## src/rtl/ext_rate_meter_pkg.sv

```systemverilog
package ext_rate_meter_pkg;

  localparam int unsigned N_RATES = 15;
  localparam int unsigned CODE_W  = 4;

  // Lower bound in Hz (exclusive) of each rate code, ascending by code.
  function automatic longint unsigned rate_floor_hz(input int unsigned code);
    case (code)
      1:       return 64'd7000;
      2:       return 64'd9512;
      3:       return 64'd11512;
      4:       return 64'd14000;
      5:       return 64'd19025;
      6:       return 64'd23025;
      7:       return 64'd28000;
      8:       return 64'd38050;
      9:       return 64'd46050;
      10:      return 64'd56000;
      11:      return 64'd76100;
      12:      return 64'd92100;
      13:      return 64'd112000;
      14:      return 64'd152200;
      default: return 64'd184200;
    endcase
  endfunction

  // floor(ref/t) > f  <=>  t <= floor(ref/(f+1))
  function automatic longint unsigned tick_limit(input longint unsigned ref_hz,
                                                 input int unsigned code);
    return ref_hz / (rate_floor_hz(code) + 64'd1);
  endfunction

endpackage

```

## src/rtl/erm_edge_sync.sv

```systemverilog
module erm_edge_sync (
  input  logic clk,
  input  logic rst,
  input  logic async_i,
  output logic rise_o
);
  logic s1_q, s2_q, s3_q;

  always_ff @(posedge clk) begin
    if (rst) begin
      s1_q <= 1'b0;
      s2_q <= 1'b0;
      s3_q <= 1'b0;
    end else begin
      s1_q <= async_i;
      s2_q <= s1_q;
      s3_q <= s2_q;
    end
  end

  assign rise_o = s2_q & ~s3_q;
endmodule

```

## src/rtl/erm_period_meter.sv

```systemverilog
module erm_period_meter #(
  parameter int unsigned TICK_W = 10
) (
  input  logic              clk,
  input  logic              rst,
  input  logic              restart_i,
  input  logic              mark_i,
  output logic [TICK_W-1:0] meas_o
);
  localparam logic [TICK_W-1:0] MAX = {TICK_W{1'b1}};

  logic [TICK_W-1:0] cnt_q;
  logic              armed_q;

  always_ff @(posedge clk) begin
    if (rst || restart_i) begin
      cnt_q   <= '0;
      armed_q <= 1'b0;
      meas_o  <= '0;
    end else if (mark_i) begin
      cnt_q   <= '0;
      armed_q <= 1'b1;
      if (armed_q) meas_o <= (cnt_q == MAX) ? MAX : cnt_q + 1'b1;
    end else if (cnt_q != MAX) begin
      cnt_q <= cnt_q + 1'b1;
    end
  end

  // a full counter stays full until a marker or restart
  assert_cnt_sat_R3: assert property (@(posedge clk) disable iff (rst)
    (cnt_q == MAX && !mark_i && !restart_i) |=> cnt_q == MAX);
  // restart clears the stored period and disarms
  assert_restart_clr_R6: assert property (@(posedge clk) disable iff (rst)
    restart_i |=> (meas_o == '0 && !armed_q));
  // first marker after restart does not latch
  assert_first_skip_R6: assert property (@(posedge clk) disable iff (rst)
    (mark_i && !armed_q && !restart_i) |=> $stable(meas_o));
endmodule

```

## src/rtl/erm_rate_snap.sv

```systemverilog
module erm_rate_snap
  import ext_rate_meter_pkg::*;
#(
  parameter int unsigned     TICK_W = 10,
  parameter longint unsigned REF_HZ = 28224000
) (
  input  logic [TICK_W-1:0] ticks_i,
  output logic [CODE_W-1:0] code_o
);
  logic [N_RATES-1:0] hit;
  logic [63:0]        ticks_w;

  assign ticks_w = {{(64-TICK_W){1'b0}}, ticks_i};

  for (genvar k = 0; k < N_RATES; k++) begin : g_cmp
    localparam logic [63:0] LIM = tick_limit(REF_HZ, k + 1);
    assign hit[k] = (ticks_w <= LIM);
  end

  always_comb begin
    if (ticks_i == '0) code_o = '0;
    else               code_o = CODE_W'($countones(hit));
  end
endmodule

```

## src/rtl/ext_rate_meter.sv

```systemverilog
module ext_rate_meter
  import ext_rate_meter_pkg::*;
#(
  parameter int unsigned     N_IN       = 2,
  parameter int unsigned     TICK_W     = 10,
  parameter longint unsigned REF_HZ     = 28224000,
  parameter int unsigned     SETTLE_CYC = 7056,
  localparam int unsigned    SEL_W      = (N_IN > 1) ? $clog2(N_IN) : 1
) (
  input  logic              clk,
  input  logic              rst,
  input  logic [N_IN-1:0]   frame_clk_i,
  input  logic [N_IN-1:0]   clk_ok_i,
  input  logic [N_IN-1:0]   data_ok_i,
  input  logic [SEL_W-1:0]  src_sel_i,
  input  logic              save_i,
  output logic [TICK_W-1:0] ticks_o,
  output logic [3:0]        rate_code_o,
  output logic              valid_o
);
  localparam int unsigned SET_W = $clog2(SETTLE_CYC + 1);
  localparam logic [SET_W-1:0] SET_END = SET_W'(SETTLE_CYC);

  logic [N_IN-1:0]   rise;
  logic [SEL_W-1:0]  sel_q;
  logic              chg;
  logic              present;
  logic [TICK_W-1:0] meas;
  logic [CODE_W-1:0] snap_code;
  logic [SET_W-1:0]  settle_q;

  for (genvar i = 0; i < N_IN; i++) begin : g_sync
    erm_edge_sync u_sync (
      .clk    (clk),
      .rst    (rst),
      .async_i(frame_clk_i[i]),
      .rise_o (rise[i])
    );
  end

  assign chg     = (src_sel_i != sel_q);
  assign present = clk_ok_i[src_sel_i] & data_ok_i[src_sel_i];

  erm_period_meter #(.TICK_W(TICK_W)) u_period (
    .clk      (clk),
    .rst      (rst),
    .restart_i(chg),
    .mark_i   (rise[src_sel_i]),
    .meas_o   (meas)
  );

  erm_rate_snap #(.TICK_W(TICK_W), .REF_HZ(REF_HZ)) u_snap (
    .ticks_i(meas),
    .code_o (snap_code)
  );

  always_ff @(posedge clk) begin
    if (rst) begin
      sel_q    <= '0;
      settle_q <= '0;
      valid_o  <= 1'b0;
    end else begin
      sel_q <= src_sel_i;
      if (chg) begin
        settle_q <= '0;
        valid_o  <= 1'b0;
      end else begin
        if (settle_q != SET_END) settle_q <= settle_q + 1'b1;
        valid_o <= (settle_q == SET_END);
      end
    end
  end

  always_ff @(posedge clk) begin
    if (rst) begin
      ticks_o     <= '0;
      rate_code_o <= '0;
    end else if (save_i) begin
      ticks_o     <= meas;
      rate_code_o <= present ? 4'(snap_code) : 4'd0;
    end
  end

  // outputs only move on a save pulse
  assert_hold_R8: assert property (@(posedge clk) disable iff (rst)
    !save_i |=> ($stable(ticks_o) && $stable(rate_code_o)));
  // missing presence flag forces code 0
  assert_gate_R5: assert property (@(posedge clk) disable iff (rst)
    (save_i && !present) |=> rate_code_o == 4'd0);
  // zero ticks give code 0
  assert_zero_R9: assert property (@(posedge clk) disable iff (rst)
    (save_i && meas == '0) |=> rate_code_o == 4'd0);
  // selection change drops valid
  assert_sel_drop_R6: assert property (@(posedge clk) disable iff (rst)
    chg |=> !valid_o);
  // valid rises only after the full settle interval
  assert_settle_R7: assert property (@(posedge clk) disable iff (rst)
    $rose(valid_o) |-> settle_q == SET_END);
endmodule

```

## config.mk

```make
export PLATFORM = sky130hd
export DESIGN_NAME = ext_rate_meter
export DESIGN_NICKNAME = d
export VERILOG_FILES = /design/src/rtl/ext_rate_meter_pkg.sv /design/src/rtl/erm_edge_sync.sv /design/src/rtl/erm_period_meter.sv /design/src/rtl/erm_rate_snap.sv /design/src/rtl/ext_rate_meter.sv
export SDC_FILE = /design/constraint.sdc
export NUM_CORES = 1
export LEC_CHECK = 0
export ABC_CLOCK_PERIOD_IN_PS = 4200
export BUFFER_PORTS_ARGS = -buffer_cell sky130_fd_sc_hd__buf_2
export CORE_MARGIN = 2
export CORE_UTILIZATION = 55
export DETAILED_ROUTE_END_ITERATION = 8
export HOLD_SLACK_MARGIN = 0.15
export PLACE_DENSITY = 0.87
export SLEW_MARGIN = 20
export SYNTH_ARGS = -nofsm -noshare
export SYNTH_HDL_FRONTEND = slang
export SYNTH_SLANG_ARGS = --single-unit
```

## constraint.sdc

```tcl
create_clock -name clk -period 4.2 [get_ports clk]
set_input_delay 0.21 -clock clk [delete_from_list [all_inputs] [get_ports clk]]
set_output_delay 0.21 -clock clk [all_outputs]
set_load 0.01 [all_outputs]
```

==> flow_metrics.env <==
export IMPL_synth_nets=317
export IMPL_endpoint="rate_code_o[3]"
export IMPL_synth_top_cell_area_share_pct=42.1
export IMPL_fp_dieArea_sq_um=5410
export IMPL_tritoncts="yes"
export IMPL_track_usage_pct=20.0
export IMPL_synth_distinct_cells=47
export IMPL_maxCapViolations=0
export IMPL_pwr_share_clk_pct=38.2
export IMPL_drt_iter0_markers=195
export IMPL_grt_pass1_wl_mm=8.52
export IMPL_finClkSkew_ns=0.00922
export IMPL_synth_compound_area_share_pct=10.6
export IMPL_filler_cell_count=391
export IMPL_status="completed"
export IMPL_wirelength_mm=4.90
export IMPL_comb_power_share_pct=4.3
export IMPL_r2r_end="rate_code_o[3]"
export IMPL_cp_max_fo=7
export IMPL_row_count=25
export IMPL_hold_class="in2reg"
export IMPL_synthTopCellsByArea="dfxtp_1 42%, nor2_1 6.5%, mux2i_1 5.3%, fa_1 4.5%, ha_1 4.2%"
export IMPL_startpoint_type="register"
export IMPL_rr_startpoint="u_period.meas_o[1]"
export IMPL_clock_sinks=56
export IMPL_grt_pass1_vias=1997
export IMPL_r2r_cells=12
export IMPL_syn_instance_count=292
export IMPL_synth_edff_count=0
export IMPL_p_int_uw=732
export IMPL_seq_area_sq_um=1120
export IMPL_finalSetupViolations=0
export IMPL_slew_headroom_pct=51.1
export IMPL_required_ns=4.45
export IMPL_synth_simple_area_share_pct=23.5
export IMPL_switching_power_uw=210
export IMPL_sw_frac_of_total_pct=22.3
export IMPL_synthXorXnorAreaFrac_pct=5.27
export IMPL_drive_gt1_share_pct=12.5
export IMPL_peakVddDrop_v=0.000225
export IMPL_worst_slew_pin_transition_ns=0.733
export IMPL_antenna_found_initial=0
export IMPL_fin_nets=335
export IMPL_yosys_warnings=0
export IMPL_overflow=0
export IMPL_first_pass_iters=5
export IMPL_rrSetupSlack_ns=0.26
export IMPL_hpwl_mm=3.50
export IMPL_ys_seq_elements=56
export IMPL_multi_input_area_sq_um=1420
export IMPL_timing_final_max_slew_violations=0
export IMPL_yosysTopAreaCell="dfxtp_1"
export IMPL_die_y_um=73.6
export IMPL_syn_avg_cell_area_sq_um=9.11
export IMPL_cts_buffers=5
export IMPL_cp_arrival_ns=4.19
export IMPL_hold_viol_final=0
export IMPL_end_kind="register"
export IMPL_num_antenna_cells=0
export IMPL_setup_tns_ns=0
export IMPL_routed_via_count=2067
export IMPL_synthAdderAreaFrac_pct=8.74
export IMPL_routedWlPerCell_um=13.4
export IMPL_synthMuxAreaShare_pct=5.27
export IMPL_pwr_share_seq_pct=57.5
export IMPL_path_class="reg2reg"
export IMPL_clk_path_buf_depth=2
export IMPL_finalCriticalPeriod_ns=3.94
export IMPL_cp_startpoint="u_period.meas_o[1]"
export IMPL_drc=0
export IMPL_io_buffers=24
export IMPL_die_w_um=73.6
export IMPL_core_area_sq_um=4690
export IMPL_synth_async_sr_flop_share_pct=0
export IMPL_syn_area_sq_um=2660
export IMPL_synth_top_family_by_area="simple AND/OR/NAND/NOR gates"
export IMPL_fmax_mhz=254
export IMPL_fin_crit_sh_pct=93.8
export IMPL_vias_per_cell=5.66
export IMPL_synth_most_common_cell="dfxtp_1"
export IMPL_p_leak_uw=0.00118
export IMPL_synth_common_cells="56 x dfxtp_1, 46 x nor2_1, 15 x nand2_1"
export IMPL_insertion_delay_ns=0.31
export IMPL_path_clk_slew_ns=0.11
export IMPL_fin_util_pct=62.1
export IMPL_ys_seq_area_share_pct=42.1
export IMPL_cts_root_buf="clkbuf_8"
export IMPL_synth_main_ff_cell="dfxtp_1"
export IMPL_syn_to_final_growth_pct=9.50
export IMPL_gp_congestion=0.831
export IMPL_ctsHtreeMaxLevel=2
export IMPL_rsz0062_at_grt="false"
export IMPL_start_util_pct=56.7
export IMPL_powerDensity_nw_per_um2=323
export IMPL_ant_nets=0
export IMPL_grt_max_degree=24
export IMPL_io_pins=25
## kinds of logic (layout without fill, tap and decap cells)
group | count (synthesis) | after routing
DFF | 56 | 56
xor gates and xnor gates | 16 | 16
adders and majority gates | 15 | 15
and+or+nand+nor | 121 | 121
muxes | 14 | 14
AOI/OAI and AO/OA | 43 | 43
buffers and inverters | 27 | 46
## metal layers
layer	vias to the layer above	GRT usage, %	wire length [um]
met4	0	5.45	59
met1	981	23.3	2180
met2	36	35.9	2460
met5	-	0	0
met3	6	5.49	204
li1	1044	-	-
## layout make-up
class                   count  area share (%)
flip-flops and latches     56            38.6
clock inverters             3            1.63
clock buffers               5            2.36
well taps                  54            2.32
inverters                  12            1.55
multi-input cells         209            48.8
repair buffers             26            4.81
## cells in the final DEF, fill, tap and decap left out, types with 2 or more instances in the layout
master	count
clkinv_4	2
o2bb2ai_1	3
fa_1	6
buf_2	24
ha_1	9
nand2_1	15
nor3_1	2
dfxtp_2	2
dfxtp_1	54
nand4_1	10
a31oi_1	2
xnor2_1	6
a211oi_1	5
clkbuf_8	5
nand4b_1	3
inv_1	12
and3_1	4
or3_1	2
nand3_1	9
dlygate4sd3_1	2
o21ai_0	8
xor2_1	10
mux2i_1	14
nand2b_1	6
and2_1	3
o32ai_1	2
or2_1	2
nor2_1	46
nor4_1	3
nor2b_1	8
a21oi_1	14
## power by group through the flow
stage | combinational, uW | clock (uW) | sequential [uW]
2_1_floorplan | 32.9 | 0 | 553
3_3_place_gp | 38.0 | 0 | 553
3_5_place_dp | 39.5 | 0 | 554
4_1_cts | 40.9 | 367 | 542
5_1_grt | 45.8 | 389 | 543
6_report | 40.8 | 360 | 541
## worst max-delay path: stages, from the launching register on
cell and delay [ns]:
dfxtp_2 0.37, a211o_1 0.32, a311o_1 0.37, a21oi_1 0.19, ha_1 0.28, fa_1 0.49
fa_1 0.40, fa_1 0.47, ha_1 0.22, fa_1 0.38, xnor2_1 0.15, nand4_1 0.11
a21oi_1 0.14
## through the flow
step / area, sq um / setup WS [ns] / total power [uW] / hold slack, ns / std cells
2_1_floorplan: 2660 / 0.472 / 586 / 0.282 / 292
3_5_place_dp: 2780 / 0.289 / 593 / 0.422 / 355
3_3_place_gp: 2780 / 0.401 / 591 / 0.417 / 355
6_report: 2910 / 0.261 / 942 / 0.225 / 365
5_1_grt: 2910 / 0.00866 / 978 / 0.237 / 365
4_1_cts: 2910 / 0.227 / 950 / 0.217 / 365
## worst min-delay path by stage
stage	startpoint	end	slack, ns	cells after the start
after floorplan	rst	g_sync[1].u_sync.s2_q	0.28	1
after global placement	g_sync[0].u_sync.s1_q	g_sync[0].u_sync.s2_q	0.42	1
after detailed placement	frame_clk_i[0]	g_sync[0].u_sync.s1_q	0.42	2
after CTS	src_sel_i	sel_q	0.22	2
after global routing	src_sel_i	sel_q	0.24	2
final	src_sel_i	sel_q	0.22	2
## flip-flops by register name, indices dropped and copies added (netlist names)
| register | flops |
|---|---|
| g_sync.u_sync.s3_q | 2 |
| rate_code_o | 4 |
| u_period.meas_o | 10 |
| ticks_o | 10 |
| settle_q | 13 |
| sel_q | 1 |
| g_sync.u_sync.s2_q | 2 |
| valid_o | 1 |
| u_period.cnt_q | 10 |
| u_period.armed_q | 1 |
| g_sync.u_sync.s1_q | 2 |
## repair_timing
item                       in CTS  in global routing
setup buffers                   0                  0
gates resized for setup         0                  2
hold endpoints to repair        2                  0
setup endpoints to repair       0                  1
hold buffers                    2                  0
Note: power is estimated with default switching activity, not from simulation.
